--- src/rtl/seqdet_pkg.sv ---
package seqdet_pkg;
  localparam int PAT_LEN = 5;
  localparam logic [PAT_LEN-1:0] PAT_BITS = 5'b10010; // MSB arrives first
  localparam int LANES = 2;
  localparam int PW = $clog2(PAT_LEN);

  typedef logic [PW-1:0] prog_t;

  typedef struct packed {
    logic  hit;
    prog_t nxt;
  } step_t;

  // pattern bit in arrival position idx (0 = first)
  function automatic logic pat_at(int idx);
    return PAT_BITS[PAT_LEN-1-idx];
  endfunction

  // one serial bit: extend progress, or fall back to the longest
  // tail of the seen bits that still begins the pattern
  function automatic step_t advance(prog_t cur, logic b);
    logic [PAT_LEN-1:0] seen;
    int   best;
    logic ok;
    step_t r;
    for (int j = 0; j < PAT_LEN; j++) begin
      if (j < int'(cur))       seen[j] = pat_at(j);
      else if (j == int'(cur)) seen[j] = b;
      else                     seen[j] = 1'b0;
    end
    best = 0;
    for (int k = 1; k <= PAT_LEN; k++) begin
      if (k <= int'(cur) + 1) begin
        ok = 1'b1;
        for (int m = 0; m < PAT_LEN; m++) begin
          if (m < k) begin
            if (seen[int'(cur) + 1 - k + m] != pat_at(m)) ok = 1'b0;
          end
        end
        if (ok) best = k;
      end
    end
    r.hit = (best == PAT_LEN);
    r.nxt = r.hit ? '0 : prog_t'(best);
    return r;
  endfunction
endpackage

--- src/rtl/seqdet_step.sv ---
module seqdet_step
  import seqdet_pkg::*;
(
  input  prog_t cur,
  input  logic  bit_in,
  output prog_t nxt,
  output logic  hit
);
  step_t res;

  always_comb begin
    res = advance(cur, bit_in);
    nxt = res.nxt;
    hit = res.hit;
  end
endmodule

--- src/rtl/seqdet_chain.sv ---
module seqdet_chain
  import seqdet_pkg::*;
#(
  parameter int N_LANES = LANES
) (
  input  prog_t              start,
  input  logic [N_LANES-1:0] beat,
  output prog_t              final_p,
  output logic [N_LANES-1:0] lane_hit
);
  prog_t stage [N_LANES+1];

  assign stage[0] = start;

  // lane i handles the i-th bit in arrival order (beat MSB first)
  for (genvar i = 0; i < N_LANES; i++) begin : g_lane
    seqdet_step u_step (
      .cur    (stage[i]),
      .bit_in (beat[N_LANES-1-i]),
      .nxt    (stage[i+1]),
      .hit    (lane_hit[i])
    );
  end

  assign final_p = stage[N_LANES];
endmodule

--- src/rtl/burst_pattern_detector.sv ---
module burst_pattern_detector
  import seqdet_pkg::*;
(
  input  logic             clk,
  input  logic             rst,
  input  logic             in_valid,
  input  logic [LANES-1:0] in_data,
  output logic             match_pulse
);
  prog_t            prog;
  prog_t            prog_next;
  logic [LANES-1:0] lane_hit;

  seqdet_chain #(.N_LANES(LANES)) u_chain (
    .start    (prog),
    .beat     (in_data),
    .final_p  (prog_next),
    .lane_hit (lane_hit)
  );

  always_ff @(posedge clk) begin
    if (rst) begin
      prog        <= '0;
      match_pulse <= 1'b0;
    end else begin
      match_pulse <= in_valid && (|lane_hit);
      if (in_valid) prog <= prog_next;
    end
  end

  p_prog_range_r1: assert property (@(posedge clk) disable iff (rst)
    int'(prog) < PAT_LEN);

  p_idle_hold_r3: assert property (@(posedge clk) disable iff (rst)
    !in_valid |=> $stable(prog));

  p_pulse_needs_beat_r3: assert property (@(posedge clk) disable iff (rst)
    match_pulse |-> $past(in_valid));

  p_pulse_width_r4: assert property (@(posedge clk) disable iff (rst)
    match_pulse |=> !match_pulse);

  p_restart_r5: assert property (@(posedge clk) disable iff (rst)
    (in_valid && lane_hit[LANES-1]) |=> (prog == '0));

  p_one_hit_r9: assert property (@(posedge clk) disable iff (rst)
    $onehot0(lane_hit));
endmodule

--- config.mk ---
export PLATFORM = sky130hd
export DESIGN_NAME = burst_pattern_detector
export DESIGN_NICKNAME = d
export VERILOG_FILES = /design/src/rtl/seqdet_pkg.sv /design/src/rtl/seqdet_step.sv /design/src/rtl/seqdet_chain.sv /design/src/rtl/burst_pattern_detector.sv
export SDC_FILE = /design/constraint.sdc
export NUM_CORES = 1
export LEC_CHECK = 0
export CAP_MARGIN = 5
export CORE_ASPECT_RATIO = 0.8
export CORE_MARGIN = 1
export CORE_UTILIZATION = 60
export CTS_BUF_LIST = sky130_fd_sc_hd__clkbuf_8
export DETAILED_ROUTE_END_ITERATION = 10
export DONT_BUFFER_PORTS = 1
export PLACE_DENSITY_LB_ADDON = 0.05
export SLEW_MARGIN = 30
export SYNTH_ARGS = -nofsm -noshare
export SYNTH_HDL_FRONTEND = slang
export SYNTH_SLANG_ARGS = --single-unit
--- constraint.sdc ---
create_clock -name clk -period 9.7 [get_ports clk]
set_input_delay 2.91 -clock clk [delete_from_list [all_inputs] [get_ports clk]]
set_output_delay 2.91 -clock clk [all_outputs]
set_load 0.01 [all_outputs]
==> impl_results.rst, run 1 <==
.. list-table::
   :header-rows: 1

   * - Metric
     - Value
   * - Run status
     - completed
   * - Number of flops mapped to enable cells by yosys
     - 0
   * - Post-synth net total
     - 205
   * - CTS-repair resized insts
     - 0
   * - Buffers from clock root to sink, at most
     - 2
   * - Cell-internal power
     - 0.0000635 W
   * - Sequential element share of the synthesized area
     - 0.0570
   * - Switching Fraction
     - 0.389
   * - Portion of total power attributed to sequential cells
     - 0.183
   * - RSZ-0062 raised after global routing
     - no
   * - Antenna Violating Nets Remaining
     - 0
   * - Post-synthesis instance area
     - 0.00140 mm2
   * - PnR Total Power
     - 0.000104 W
   * - Class of the tightest hold or removal check
     - flop to flop
   * - Drt pass-1 iters
     - 4
   * - Most instantiated library cell after synthesis
     - sky130_fd_sc_hd__ha_1
   * - Combinational group share of total power
     - 0.481
   * - Buffer type at the clock tree root
     - sky130_fd_sc_hd__clkbuf_8
   * - Sinks on the clock net
     - 4
   * - Number of distinct standard cells referenced by the synthesized netlist
     - 71
   * - Dominant synthesized flop cell
     - sky130_fd_sc_hd__dfxtp_1
   * - Number of core rows
     - 15
   * - Cells after Synth
     - 176
   * - Layout cell share with drive strength beyond 1
     - 0.140
   * - Class of the most critical setup path
     - input pin to flop
   * - Startpoint of the most critical hold path
     - prog[2]
   * - N_diodes
     - 0
   * - Power Dens Cells
     - 73.7 mW/mm2
   * - Initial antenna violation count
     - 0
   * - P_sw
     - 0.0000404 W
   * - Yosys warns
     - 0
   * - Slew Limit Headroom
     - 0.586
   * - Routed via count divided by cell count
     - 6.80
   * - Hold buffers post-CTS
     - 0
   * - Number of fill cells
     - 203
   * - Worst supply voltage drop on vdd
     - 0.0935 mV
   * - Setup Viol. Count Final
     - 0
   * - Clock tree skew after final layout
     - 2.83 ps
   * - Worst Path Arrival
     - 6350 ps
   * - Portion of the clock cycle consumed by the worst path in the final layout
     - 0.644
   * - Number of nets in the finished design
     - 202
   * - Hold Fails Final Rpt
     - 0
   * - Post-synthesis cell type with the largest combined area
     - sky130_fd_sc_hd__ha_1
   * - Setup TNS
     - 0 ps
   * - CTS tree
     - done
   * - Starting density of the core
     - 0.645
   * - Worst Setup End Kind
     - flop
   * - Area fraction of the dominant cell type after synthesis
     - 0.214
   * - Area growth from synthesis to layout
     - 0.445%
   * - Number of placed I/O pins
     - 6
   * - Highest net fanout along the worst path
     - 10
   * - Slew of the pin with the lowest slew margin
     - 620 ps
   * - Critical register-to-register path startpoint
     - prog[0]
   * - Commonest cells post-synth
     - 24 x sky130_fd_sc_hd__ha_1, 14 x sky130_fd_sc_hd__nand2_1, 12 x sky130_fd_sc_hd__inv_1
   * - Post-detailed-route DRC marker count
     - 0
   * - Capture point of the worst reg-to-reg path
     - prog[1]
   * - # Post-CTS Setup Buffers
     - 0
   * - Total Die Area
     - 0.00254 mm2
   * - Clk Latency, worst-skew pair
     - 220 ps
   * - Vias in the first global route
     - 1109
   * - Sequential cell area
     - 80.1 um2
   * - Hold path endpoint
     - prog[2]
   * - Sum of routed wire length over all layers
     - 3390 um
   * - Category of the worst setup path launch point
     - input pin
   * - Worst Hold Path Cells
     - 3
   * - Routability congestion estimate
     - 0.891
   * - Global route overflow
     - 0
   * - Min Tclk post-route
     - 6240 ps
   * - Worst setup slack for register-to-register paths
     - 4350 ps
   * - Post-synthesis sequential element count
     - 4
   * - DRT iter0 DRCs
     - 110
   * - FFs w/ async S/R, synth
     - 0
   * - Die Height
     - 45.3 um
   * - Max Cap Viol
     - 0
   * - Multi-input gate area in the final layout
     - 0.00120 mm2
   * - Average wire per cell in the routed design
     - 17.3 um
   * - Relative contribution of the clock network to total power
     - 0.336
   * - Fin Hold WS
     - 750 ps
   * - Synthesized area divided by synthesized cell count
     - 7.98 um2
   * - Worst Reg-to-Reg Cells
     - 20
   * - X dimension of the die
     - 56.1 um
   * - First-pass GRT wire length
     - 5230 um
   * - Data required time at the worst endpoint
     - 9800 ps
   * - Detailed Place HPWL
     - 2610 um
   * - Largest net degree at the start of global routing
     - 19
   * - H-tree levels
     - 1
   * - Max Fclk
     - 0.160 GHz
   * - Area contributors post-synth
     - sky130_fd_sc_hd__ha_1 21%, sky130_fd_sc_hd__dfxtp_1 5.7%, sky130_fd_sc_hd__nand2_1 3.7%
   * - Via count of the routed design
     - 1332
   * - Clock buffers created by TritonCTS
     - 3
   * - Aggregate global-route resource usage
     - 0.263
   * - Input/output buffers
     - 0
   * - Final Max Tran Viols
     - 0
   * - Std-Cell Core Area
     - 0.00218 mm2
   * - Clock-pin transition on the worst setup and hold timing paths
     - 30 ps
   * - Leakage
     - 0.557 nW
[power by group through the flow]
stage | sequential (W) | combinational (W) | clock (W)
final | 0.0000190 | 0.0000500 | 0.0000349
after global routing | 0.0000193 | 0.0000554 | 0.0000364
after CTS | 0.0000191 | 0.0000487 | 0.0000350
after detailed placement | 0.0000193 | 0.0000484 | 0
after global placement | 0.0000192 | 0.0000475 | 0
after floorplan | 0.0000180 | 0.0000416 | 0
[per-stage QoR]
stage / area, um2 / instances / setup WS (ps) / util
floorplan: 1400 / 176 / 3810 / -
detailed placement: 1370 / 193 / 3290 / 0.629
global route: 1410 / 196 / 3230 / 0.648
global placement: 1370 / 193 / 3360 / 0.629
CTS: 1410 / 196 / 3510 / 0.648
finish: 1410 / 196 / 3460 / 0.648
[sequential cells by signal, summed over array words and instances, names as in the netlist]
signal,flops
prog,3
match_pulse,1
[how the worst max path moves through the flow]
stage / start / end / slack [ps] / cells past startpoint
CTS: in_data[1] / prog[1] / 3510 / 14
floorplan: in_data[1] / prog[1] / 3810 / 15
global placement: in_data[1] / prog[1] / 3360 / 14
finish: in_data[1] / prog[1] / 3460 / 14
detailed placement: in_data[1] / prog[1] / 3290 / 14
global route: in_data[1] / prog[0] / 3230 / 14
[area by class of cell]
| type | instances | area share |
|---|---|---|
| Tap cell | 25 | 0.0222 |
| Clock buffer | 3 | 0.0293 |
| Sequential cell | 4 | 0.0568 |
| Multi-Input combinational cell | 150 | 0.851 |
| Inverter | 14 | 0.0408 |
[cells in the final DEF, fill, tap and decap left out, drive strengths merged, types with 2 or more instances in the layout]
cell type,count
a2111oi,2
a211oi,3
a21boi,2
a21o,2
a21oi,12
a31oi,5
a41oi,2
and2,2
clkbuf,3
dfxtp,4
ha,24
inv,13
nand2,14
nand2b,3
nand3,5
nand4bb,3
nor2,11
nor2b,3
nor3,4
nor3b,4
o211ai,2
o21ai,9
o31ai,2
o32ai,3
or2,2
or3,4
xnor2,2
xor2,2
[worst max-delay path, stage by stage]
cell and delay (ps):
sky130_fd_sc_hd__a2111oi_2 400, sky130_fd_sc_hd__a21oi_1 160, sky130_fd_sc_hd__o211ai_1 210, sky130_fd_sc_hd__or4b_1 680, sky130_fd_sc_hd__nand2_1 250, sky130_fd_sc_hd__inv_2 80, sky130_fd_sc_hd__ha_1 190, sky130_fd_sc_hd__ha_1 330
sky130_fd_sc_hd__ha_1 320, sky130_fd_sc_hd__inv_1 80, sky130_fd_sc_hd__o2111a_1 200, sky130_fd_sc_hd__a31oi_1 60, sky130_fd_sc_hd__o31a_1 330, sky130_fd_sc_hd__and2_1 130
[layer usage]
metal	vias up	track usage	routed length, um	share of wire
li1	656	-	-	-
met1	617	0.423	1740	0.51
met2	57	0.362	1340	0.40
met3	2	0.0401	305	0.090
met4	0	0.0439	1	0.00030
met5	-	0	0	0
[logic make-up (layout without fill, tap and decap cells)]
family	Yosys count	count (layout)	synth area share
multiplexers	2	2	0.0152
buffers and inverters	22	17	0.0882
flip-flops	4	4	0.0570
AO/OA/AOI/OAI	57	57	0.318
adder cells (fa/ha/maj)	24	24	0.214
XOR/XNOR	4	4	0.0250
AND/OR/NAND/NOR	63	63	0.283
Power figures use the tool's default switching activity.
==> inputs of run 2 (changes only) <==
Settings changed: ABC_AREA set to 1.
Clock period 9.7 ns to 5.2 ns, I/O delays scaled along.
==> impl_results.rst, run 2 <==
.. list-table::
   :header-rows: 1

   * - Metric
     - Value
   * - Combinational group share of total power
     - 0.674
   * - Sum of routed wire length over all layers
     - 3260 um
   * - Number of nets in the finished design
     - 265
   * - Register ranked first by flip-flop count
     - prog
   * - Worst Hold Path Cells
     - 2
   * - Most instantiated library cell after synthesis
     - sky130_fd_sc_hd__nand2_1
   * - Initial antenna violation count
     - 0
   * - Class of the most critical setup path
     - flop to flop
   * - Dominant synthesized flop cell
     - sky130_fd_sc_hd__dfxtp_1
   * - Layout cell share with drive strength beyond 1
     - 0.244
   * - Std-Cell Core Area
     - 0.00225 mm2
   * - Average wire per cell in the routed design
     - 12.6 um
   * - Post-synthesis instance area
     - 0.00149 mm2
   * - Number of placed I/O pins
     - 6
   * - Largest registers in the final layout
     - prog x3, match_pulse x1
   * - CTS-repair resized insts
     - 0
   * - Slew of the pin with the lowest slew margin
     - 585 ps
   * - Vias in the first global route
     - 1190
   * - Drt pass-1 iters
     - 4
   * - Setup TNS
     - 0 ps
   * - Data required time at the worst endpoint
     - 5310 ps
   * - Routed via count divided by cell count
     - 5.53
   * - N_diodes
     - 0
   * - Hold path endpoint
     - prog[2]
   * - FFs w/ async S/R, synth
     - 0
   * - Capture point of the worst reg-to-reg path
     - prog[1]
   * - Post-synth net total
     - 262
   * - Yosys warns
     - 0
   * - Worst Reg-to-Reg Cells
     - 23
   * - H-tree levels
     - 1
   * - Slew Limit Headroom
     - 0.610
   * - Sequential element share of the synthesized area
     - 0.0536
   * - Clock tree skew after final layout
     - 0.286 ps
   * - Flip-flop count of the largest register, all copies and words added
     - 3
   * - Worst Setup End Kind
     - flop
   * - Worst setup slack for register-to-register paths
     - 1120 ps
   * - Global route overflow
     - 0
   * - Worst supply voltage drop on vdd
     - 0.156 mV
   * - Min Tclk post-route
     - 4080 ps
   * - Portion of the clock cycle consumed by the worst path in the final layout
     - 0.785
   * - Switching Fraction
     - 0.524
   * - Starting density of the core
     - 0.663
   * - Buffer type at the clock tree root
     - sky130_fd_sc_hd__clkbuf_8
   * - Aggregate global-route resource usage
     - 0.267
   * - First-pass GRT wire length
     - 5410 um
   * - Input/output buffers
     - 0
   * - Sinks on the clock net
     - 4
   * - Detailed Place HPWL
     - 2700 um
   * - Critical register-to-register path startpoint
     - prog[0]
   * - DRT iter0 DRCs
     - 70
   * - Max Fclk
     - 0.245 GHz
   * - Startpoint of the most critical hold path
     - prog[2]
   * - Number of core rows
     - 15
   * - Leakage
     - 0.814 nW
   * - Commonest cells post-synth
     - 61 x sky130_fd_sc_hd__nand2_1, 28 x sky130_fd_sc_hd__nand3_1, 24 x sky130_fd_sc_hd__ha_1
   * - Area growth from synthesis to layout
     - 3.60%
   * - Antenna Violating Nets Remaining
     - 0
   * - # Post-CTS Setup Buffers
     - 0
   * - Number of distinct standard cells referenced by the synthesized netlist
     - 32
   * - Core Util, Final
     - 0.687
   * - Multi-input gate area in the final layout
     - 0.00126 mm2
   * - RSZ-0062 raised after global routing
     - no
   * - Highest net fanout along the worst path
     - 13
   * - Clk Latency, worst-skew pair
     - 220 ps
   * - Power Dens Cells
     - 210 mW/mm2
   * - Clock-pin transition on the worst setup and hold timing paths
     - 30 ps
   * - Area fraction of the dominant cell type after synthesis
     - 0.201
   * - Setup Viol. Count Final
     - 0
   * - Via count of the routed design
     - 1431
   * - Relative contribution of the clock network to total power
     - 0.207
   * - Routability congestion estimate
     - 1.01
   * - Area contributors post-synth
     - sky130_fd_sc_hd__ha_1 20%, sky130_fd_sc_hd__nand2_1 15%, sky130_fd_sc_hd__nand3_1 9.4%
   * - P_sw
     - 0.000170 W
   * - Synthesized area divided by synthesized cell count
     - 6.41 um2
   * - Largest net degree at the start of global routing
     - 14
   * - Worst Path Arrival
     - 4200 ps
   * - Category of the worst setup path launch point
     - flop
   * - Total Die Area
     - 0.00269 mm2
   * - Most frequent cells in the layout
     - 61 x sky130_fd_sc_hd__nand2_1, 28 x sky130_fd_sc_hd__nand3_1, 24 x sky130_fd_sc_hd__ha_1, 23 x sky130_fd_sc_hd__inv_1, 16 x sky130_fd_sc_hd__nor2_1
   * - PnR Total Power
     - 0.000325 W
   * - CTS tree
     - done
   * - Clock buffers created by TritonCTS
     - 3
   * - Buffers from clock root to sink, at most
     - 2
   * - Number of flops mapped to enable cells by yosys
     - 0
   * - Cell-internal power
     - 0.000155 W
   * - Post-detailed-route DRC marker count
     - 0
   * - Class of the tightest hold or removal check
     - flop to flop
   * - Max Cap Viol
     - 0
   * - Sequential cell area
     - 80.1 um2
   * - Portion of total power attributed to sequential cells
     - 0.119
   * - Die Height
     - 46.6 um
   * - Cells after Synth
     - 233
   * - Run status
     - completed
   * - Final Max Tran Viols
     - 0
   * - X dimension of the die
     - 57.8 um
   * - Number of fill cells
     - 205
   * - Post-synthesis cell type with the largest combined area
     - sky130_fd_sc_hd__ha_1
   * - Hold Fails Final Rpt
     - 0
   * - Hold buffers post-CTS
     - 0
   * - Most common library cell in the layout ignoring fill and taps
     - sky130_fd_sc_hd__nand2_1
   * - Fin Hold WS
     - 511 ps
   * - Post-synthesis sequential element count
     - 4
run 2: cell types whose count changed after synthesis, moves of 4 or more:
cell                      change
sky130_fd_sc_hd__nand2_1     +47
sky130_fd_sc_hd__nand3_1     +23
sky130_fd_sc_hd__nand2_2     +13
sky130_fd_sc_hd__inv_1       +11
sky130_fd_sc_hd__nand2_4      +7
sky130_fd_sc_hd__inv_2        +6
sky130_fd_sc_hd__nand3_2      +6
sky130_fd_sc_hd__nor2_1       +6
sky130_fd_sc_hd__nor2_2       +6
sky130_fd_sc_hd__a21oi_1      -5
sky130_fd_sc_hd__a31oi_1      -4
run 2: cell families (layout without fill, tap and decap cells):
logic type | Yosys count | after routing | share of synthesized area
fa+ha+maj | 24 | 24 | 0.201
flops | 4 | 4 | 0.0536
xor+xnor | 3 | 3 | 0.0226
compound gates | 13 | 13 | 0.0520
simple gates | 154 | 154 | 0.572
buf+inv | 35 | 36 | 0.0989
run 2: worst max path at each step:
stage / endpoint / slack, ps / cells past startpoint / start
2_1_floorplan: prog[1] / 1510 / 24 / in_data[1]
3_3_place_gp: prog[1] / 1210 / 22 / in_data[1]
3_5_place_dp: prog[1] / 1170 / 24 / in_data[1]
4_1_cts: prog[1] / 1150 / 23 / prog[0]
5_1_grt: prog[1] / 860 / 23 / prog[0]
6_report: prog[1] / 1120 / 23 / prog[0]
run 2: routing by layer:
| metal | vias up | global-route usage | part of all wire |
|---|---|---|---|
| li1 | 744 | - | - |
| met1 | 635 | 0.409 | 0.51 |
| met2 | 50 | 0.398 | 0.42 |
| met3 | 2 | 0.0309 | 0.063 |
| met4 | 0 | 0.0571 | 0.0049 |
| met5 | - | 0 | 0 |
run 2: through the flow:
| stage | setup WS [ps] | std cells | cell area, um2 |
|---|---|---|---|
| 6_report | 1120 | 259 | 1550 |
| 5_1_grt | 858 | 259 | 1550 |
| 4_1_cts | 1150 | 259 | 1550 |
| 3_5_place_dp | 1170 | 256 | 1510 |
| 3_3_place_gp | 1210 | 256 | 1510 |
| 2_1_floorplan | 1510 | 233 | 1490 |
run 2: worst max-delay path: stages, from the launching register on:
cell,delay [ps]
sky130_fd_sc_hd__dfxtp_1,680
sky130_fd_sc_hd__ha_1,320
sky130_fd_sc_hd__ha_1,390
sky130_fd_sc_hd__ha_1,380
sky130_fd_sc_hd__xor2_1,210
sky130_fd_sc_hd__nor2_1,70
sky130_fd_sc_hd__nor2_1,120
sky130_fd_sc_hd__nand3_1,140
sky130_fd_sc_hd__nand2_1,140
sky130_fd_sc_hd__nand2_4,90
sky130_fd_sc_hd__inv_4,80
sky130_fd_sc_hd__nor2_8,50
sky130_fd_sc_hd__ha_1,180
sky130_fd_sc_hd__ha_1,180
sky130_fd_sc_hd__nand2_1,50
sky130_fd_sc_hd__inv_1,50
sky130_fd_sc_hd__nor2_1,150
sky130_fd_sc_hd__nand2_1,70
sky130_fd_sc_hd__nand3_1,80
sky130_fd_sc_hd__nand3_2,80
sky130_fd_sc_hd__nand2_2,120
sky130_fd_sc_hd__nand3_1,140
sky130_fd_sc_hd__a21oi_2,140
sky130_fd_sc_hd__nor2_1,50
run 2: power groups by stage:
stage	registers (W)	clock network, W	logic [W]
3_5_place_dp	0.0000391	0	0.000216
6_report	0.0000386	0.0000673	0.000219
3_3_place_gp	0.0000390	0	0.000210
4_1_cts	0.0000388	0.0000695	0.000218
5_1_grt	0.0000390	0.0000709	0.000249
2_1_floorplan	0.0000350	0	0.000183
run 2: area by class of cell:
type	count	area share
Inverter	33	0.0833
Clock buffer	3	0.0267
Sequential cell	4	0.0518
Multi-Input combinational cell	194	0.818
Tap cell	25	0.0202
